[src/rtl/bht_pkg.sv]
package bht_pkg;

  typedef enum logic [1:0] {
    CTR_SNT = 2'd0,
    CTR_WNT = 2'd1,
    CTR_WT  = 2'd2,
    CTR_ST  = 2'd3
  } ctr2_e;

  // saturating step of a two-bit counter toward the resolved outcome
  function automatic logic [1:0] ctr2_next(input logic [1:0] cur, input logic taken);
    logic [1:0] res;
    if (taken) res = (cur == CTR_ST)  ? cur : cur + 2'd1;
    else       res = (cur == CTR_SNT) ? cur : cur - 2'd1;
    return res;
  endfunction

  // taken when the upper half of the range is reached
  function automatic logic ctr2_pred(input logic [1:0] cur);
    return cur[1];
  endfunction

endpackage

[src/rtl/bht_index.sv]
module bht_index #(
  parameter int PC_W  = 32,
  parameter int IDX_W = 10
) (
  input  logic [PC_W-1:0]  pc,
  output logic [IDX_W-1:0] idx
);
  // byte-offset bits and bits above the index are not part of the lookup
  logic unused_pc_bits;
  assign unused_pc_bits = ^{pc[1:0], pc[PC_W-1:IDX_W+2]};
  assign idx = pc[IDX_W+1:2];
endmodule

[src/rtl/bht_ctr_step.sv]
module bht_ctr_step #(
  parameter int CTR_W = 2
) (
  input  logic [CTR_W-1:0] cur,
  input  logic             taken,
  output logic [CTR_W-1:0] nxt
);
  import bht_pkg::*;
  generate
    if (CTR_W == 2) begin : g_two_bit
      assign nxt = ctr2_next(cur, taken);
    end else begin : g_one_bit
      logic unused_cur;
      assign unused_cur = ^cur;
      assign nxt = taken;
    end
  endgenerate
endmodule

[src/rtl/bht_table.sv]
module bht_table #(
  parameter int ENTRIES = 1024,
  parameter int CTR_W   = 2,
  parameter logic [CTR_W-1:0] RST_VAL = '0,
  localparam int IDX_W = $clog2(ENTRIES)
) (
  input  logic             clk,
  input  logic             rst,
  input  logic [IDX_W-1:0] rd_idx,
  output logic [CTR_W-1:0] rd_val,
  input  logic             wr_en,
  input  logic [IDX_W-1:0] wr_idx,
  input  logic [CTR_W-1:0] wr_val,
  output logic [CTR_W-1:0] wr_old
);
  logic [CTR_W-1:0] mem [ENTRIES];

  always_ff @(posedge clk) begin
    if (rst) begin
      for (int i = 0; i < ENTRIES; i++) mem[i] <= RST_VAL;
    end else if (wr_en) begin
      mem[wr_idx] <= wr_val;
    end
  end

  assign rd_val = mem[rd_idx];
  assign wr_old = mem[wr_idx];
endmodule

[src/rtl/bht_predictor.sv]
module bht_predictor #(
  parameter int PC_W        = 32,
  parameter int ENTRIES     = 1024,
  parameter int CTR_BITS    = 2,
  parameter logic [1:0] RESET_STATE = 2'b01
) (
  input  logic            clk,
  input  logic            rst,
  input  logic [PC_W-1:0] lk_pc,
  output logic            lk_taken,
  input  logic            up_valid,
  input  logic [PC_W-1:0] up_pc,
  input  logic            up_taken
);
  localparam int IDX_W = $clog2(ENTRIES);
  localparam logic [CTR_BITS-1:0] RST_ENTRY = RESET_STATE[1 -: CTR_BITS];

  logic [IDX_W-1:0]    lk_idx, up_idx;
  logic [CTR_BITS-1:0] lk_ctr, wr_old, wr_new;

  bht_index #(.PC_W(PC_W), .IDX_W(IDX_W)) i_lk_index (.pc(lk_pc), .idx(lk_idx));
  bht_index #(.PC_W(PC_W), .IDX_W(IDX_W)) i_up_index (.pc(up_pc), .idx(up_idx));

  bht_ctr_step #(.CTR_W(CTR_BITS)) i_step (.cur(wr_old), .taken(up_taken), .nxt(wr_new));

  bht_table #(.ENTRIES(ENTRIES), .CTR_W(CTR_BITS), .RST_VAL(RST_ENTRY)) i_table (
    .clk(clk), .rst(rst),
    .rd_idx(lk_idx), .rd_val(lk_ctr),
    .wr_en(up_valid), .wr_idx(up_idx), .wr_val(wr_new), .wr_old(wr_old)
  );

  assign lk_taken = lk_ctr[CTR_BITS-1];

  // ---------------- assertions ----------------
  logic past_ok = 1'b0;
  always_ff @(posedge clk) past_ok <= 1'b1;

  assert_reset_value_R6: assert property (@(posedge clk)
    past_ok && $past(rst) |-> lk_taken == RESET_STATE[1]);

  assert_idle_hold_R7: assert property (@(posedge clk) disable iff (rst)
    past_ok && !$past(rst) && !$past(up_valid) && $stable(lk_pc) |-> $stable(lk_taken));

  generate
    if (CTR_BITS == 2) begin : g_chk_two
      assert_sat_top_R3: assert property (@(posedge clk) disable iff (rst)
        up_valid && up_taken && wr_old == 2'd3 |-> wr_new == 2'd3);
      assert_sat_bottom_R3: assert property (@(posedge clk) disable iff (rst)
        up_valid && !up_taken && wr_old == 2'd0 |-> wr_new == 2'd0);
      assert_strong_keeps_R4: assert property (@(posedge clk) disable iff (rst)
        up_valid && (wr_old == 2'd3 || wr_old == 2'd0) |-> wr_new[1] == wr_old[1]);
    end else begin : g_chk_one
      assert_last_outcome_R5: assert property (@(posedge clk) disable iff (rst)
        past_ok && !$past(rst) && $past(up_valid) && $past(up_idx) == lk_idx
        |-> lk_taken == $past(up_taken));
    end
  endgenerate
endmodule

[config.mk]
export PLATFORM = sky130hd
export DESIGN_NAME = bht_predictor
export DESIGN_NICKNAME = d
export VERILOG_FILES = /design/src/rtl/bht_pkg.sv /design/src/rtl/bht_index.sv /design/src/rtl/bht_ctr_step.sv /design/src/rtl/bht_table.sv /design/src/rtl/bht_predictor.sv
export SDC_FILE = /design/constraint.sdc
export NUM_CORES = 2
export LEC_CHECK = 0
export ABC_AREA = 1
export ABC_CLOCK_PERIOD_IN_PS = 10900
export BUFFER_PORTS_ARGS = -buffer_cell sky130_fd_sc_hd__buf_2
export CAP_MARGIN = 0
export CORE_AREA = 2 2 680 682
export CTS_CLUSTER_DIAMETER = 200
export DETAILED_ROUTE_END_ITERATION = 16
export DIE_AREA = 0 0 682 684
export GPL_ROUTABILITY_DRIVEN = 1
export GPL_TIMING_DRIVEN = 1
export PLACE_DENSITY = 0.35
export SYNTH_ARGS = -nofsm -noshare
export SYNTH_HDL_FRONTEND = slang
export SYNTH_SLANG_ARGS = --single-unit
export TNS_END_PERCENT = 10
[constraint.sdc]
create_clock -name clk -period 10.9 [get_ports clk]
set_input_delay 2.18 -clock clk [delete_from_list [all_inputs] [get_ports clk]]
set_output_delay 2.18 -clock clk [all_outputs]
set_load 0.03 [all_outputs]
==> impl_results.md <==
- CP Data Arrival Time: ~6 ns
- DRT Pass-1 Iters: 6
- Fill count: 49700
- WHS Path Cells: 14
- Post_cts resized: 0
- Final worst path period share: 0.763
- Syn nets: 15000
- Synthesized cell area: 115000 sq um
- Number of port buffers: 24
- Pwr Density: 157 nW/um^2
- Commonest non-fill, non-tap cells in the layout: nand2_1 (4719), nor2_1 (2593), edfxtp_1 (2048), nand3_1 (1452), inv_1 (1327)
- Final TNS setup: 0 ns
- Total Power: slightly above 20 mW
- Hold bufs inserted after CTS: 0
- Initial Util: 0.250
- Number of flip-flops in the largest register: 2048
- CP most frequent cell: nand3_1
- CTS tree: yes
- Via count: 101000
- Lkg Pwr: 44.3 nW
- Netlist cell types: 24
- Initial antenna violation count: between 50 and 60
- Kind of critical path: in -> out
- R2r setup slk: 5.44 ns
- Final hold slack: 1.74 ns
- Total track usage: 0.227
- Critical path buffer and inverter count: 5
- CP Launch Type: input port
- Io pins: 69
- Worst setup EP type: output pin
- Die Y: 684 microns
- Setup Fix Bufs, Post-CTS: 0
- Fmax: roughly 120 MHz
- Hold Path Class: reg -> reg
- Mean Syn Cell Area: 7.70 sq um
- Worst Tran Pin Value: between 1 and 1.5 ns
- CTS Buffer Depth: 4
- Iteration-0 DRC Markers: 9168
- Post-Place Worst Slack: between 2 and 2.5 ns
- Largest Register: i_table.mem
- Clk slew on worst S/H paths: 0.06 ns
- Synth-to-layout area growth: 12.3%
- Row count: 249
- Grt total ovfl: 0
- Critical-path maximum fanout: 97
- Max-Cap Viols: 0
- DRC violations left: 0
- Routed length per instance: about 26 microns
- Post-layout minimum cycle time: between 8 and 9 ns
- Slew headroom: 0.120
- CTS buffer count: 273
- Share of layout cells above drive strength 1: 0.0475
- Slowest stage delay, CP: 0.65 ns
- Slowest cell on crit path: inv_8
- First-pass GRT wire length: 757 mm
- Fin. Hold Viols: 0
- Clock Latency Late Sink: 0.94 ns
- DPL Wire Length: 296 mm
- DRT Wirelength: 543 mm
- Critical Path RT: 8.72 ns
- Commonest non-fill, non-tap cell in the layout: nand2_1
- GP Congestion: 0.777
- #FFs+latches synth: 2048
- Num Clock Sinks: just over 2000
- Largest registers: i_table.mem x2048
- Skew final: 0.0449 ns
- Vias per inst: 4.89
- Core Footprint: 459000 sq um
- R2R cell count: 20
- Nets: between 10000 and 15000
- Largest net degree at the start of global routing: 157
- RSZ-0062 raised after global routing: false
- CP Depth: 17
- Max IR drop VDD: about 0.00010 V
- CP delay by family, top: buffers and inverters
- Final setup violating endpoints: 0
- Die width: about 680 microns
- Critical Path, Cell by Cell: buf_8 > inv_8 > buf_12 > buf_4 > o21ai_0 > o22ai_1 > nand2_1 > nand3_1 > nand3_1 > nand3_1 > nand3_1 > nand2_1 > nand2_1 > nand3_1 > nand3_1 > nand2_1 > buf_2
- Slew Limit Fails: 0
- Synth warnings: 0
- Syn Inst Count: 14900
- Antenna Nets Post-Route: 0
- Vias in the first global route: 98400
- H-tree depth: 5
- Status: completed
- Share of the yosys chip area belonging to registers: 0.537
- Die area: 466000 sq um
- Final setup margin: 2.58 ns
- Root buffer cell: clkbuf_16
report_power, final:
part	total [mW]	internal (mW)	switching, mW
combinational	2.70	0.506	2.20
sequential	8.85	8.78	0.0698
clock	8.61	4.87	3.74
logic make-up (layout without fill, tap and decap cells):
group / after synthesis / after routing / synth area share
compound gates: 1344 / 1344 / 0.0622
flops: 2048 / 2048 / 0.537
buf+inv: 2574 / 2157 / 0.0897
other cells: 0 / 20 / 0
simple gates: 8916 / 8916 / 0.311
final cells by class:
type	count	area, sq um	share of cell area
antenna	20	50.0	0.000389
clock buffer	367	7460	0.0580
clock inverter	106	604	0.00470
inverter	1384	5340	0.0415
multi-input combinational	10300	42900	0.333
sequential	2048	61500	0.478
tap	6149	7690	0.0598
timing repair buffer	300	3070	0.0239
final timing paths:
kind / endpoint / from
setup reg to reg: i_table.mem[308][1] / i_table.mem[427][1]
setup / recovery: lk_taken / lk_pc[2]
hold reg to reg: i_table.mem[716][1] / i_table.mem[33][0]
hold / removal: i_table.mem[716][1] / i_table.mem[33][0]
cell usage after synthesis (all sizes together):
| cell | instances | share of area |
|---|---|---|
| a22oi | 80 | 0.0052 |
| o22ai | 148 | 0.0081 |
| nand4 | 130 | 0.0071 |
| edfxtp | 2048 | 0.54 |
| clkinv | 16 | 0.00052 |
| nand3b | 2 | 0.00013 |
| buf | 483 | 0.021 |
| nand3 | 1452 | 0.063 |
| o21ai | 813 | 0.036 |
| nand2 | 4724 | 0.15 |
| nor2 | 2598 | 0.085 |
| inv | 1368 | 0.045 |
| a21oi | 300 | 0.013 |
| o21bai | 3 | 0.00020 |
| clkbuf | 707 | 0.023 |
| nor3 | 10 | 0.00044 |
per-layer routing:
metal | track usage | up-vias | routed length [microns]
li1 | - | 46900 | -
met1 | 0.306 | 50200 | 238000
met2 | 0.378 | 3234 | 256000
met3 | 0.0258 | 657 | 30100
met4 | 0.0728 | 8 | 17500
met5 | 0 | - | 53
through the flow:
stage / util / std cells / instance area, sq um
global placement: 0.262 / 20100 / 120000
floorplan: - / 14900 / 115000
CTS: 0.280 / 20600 / 129000
finish: 0.280 / 20600 / 129000
global route: 0.280 / 20600 / 129000
detailed placement: 0.263 / 20100 / 120000
tightest hold or removal path, delay by kind of cell (launching register included):
kind / cells / cell delay [ns]
flops: 1 / 0.32
simple gates: 12 / 1.18
compound gates: 2 / 0.12
Note: power is estimated with default switching activity, not from simulation.
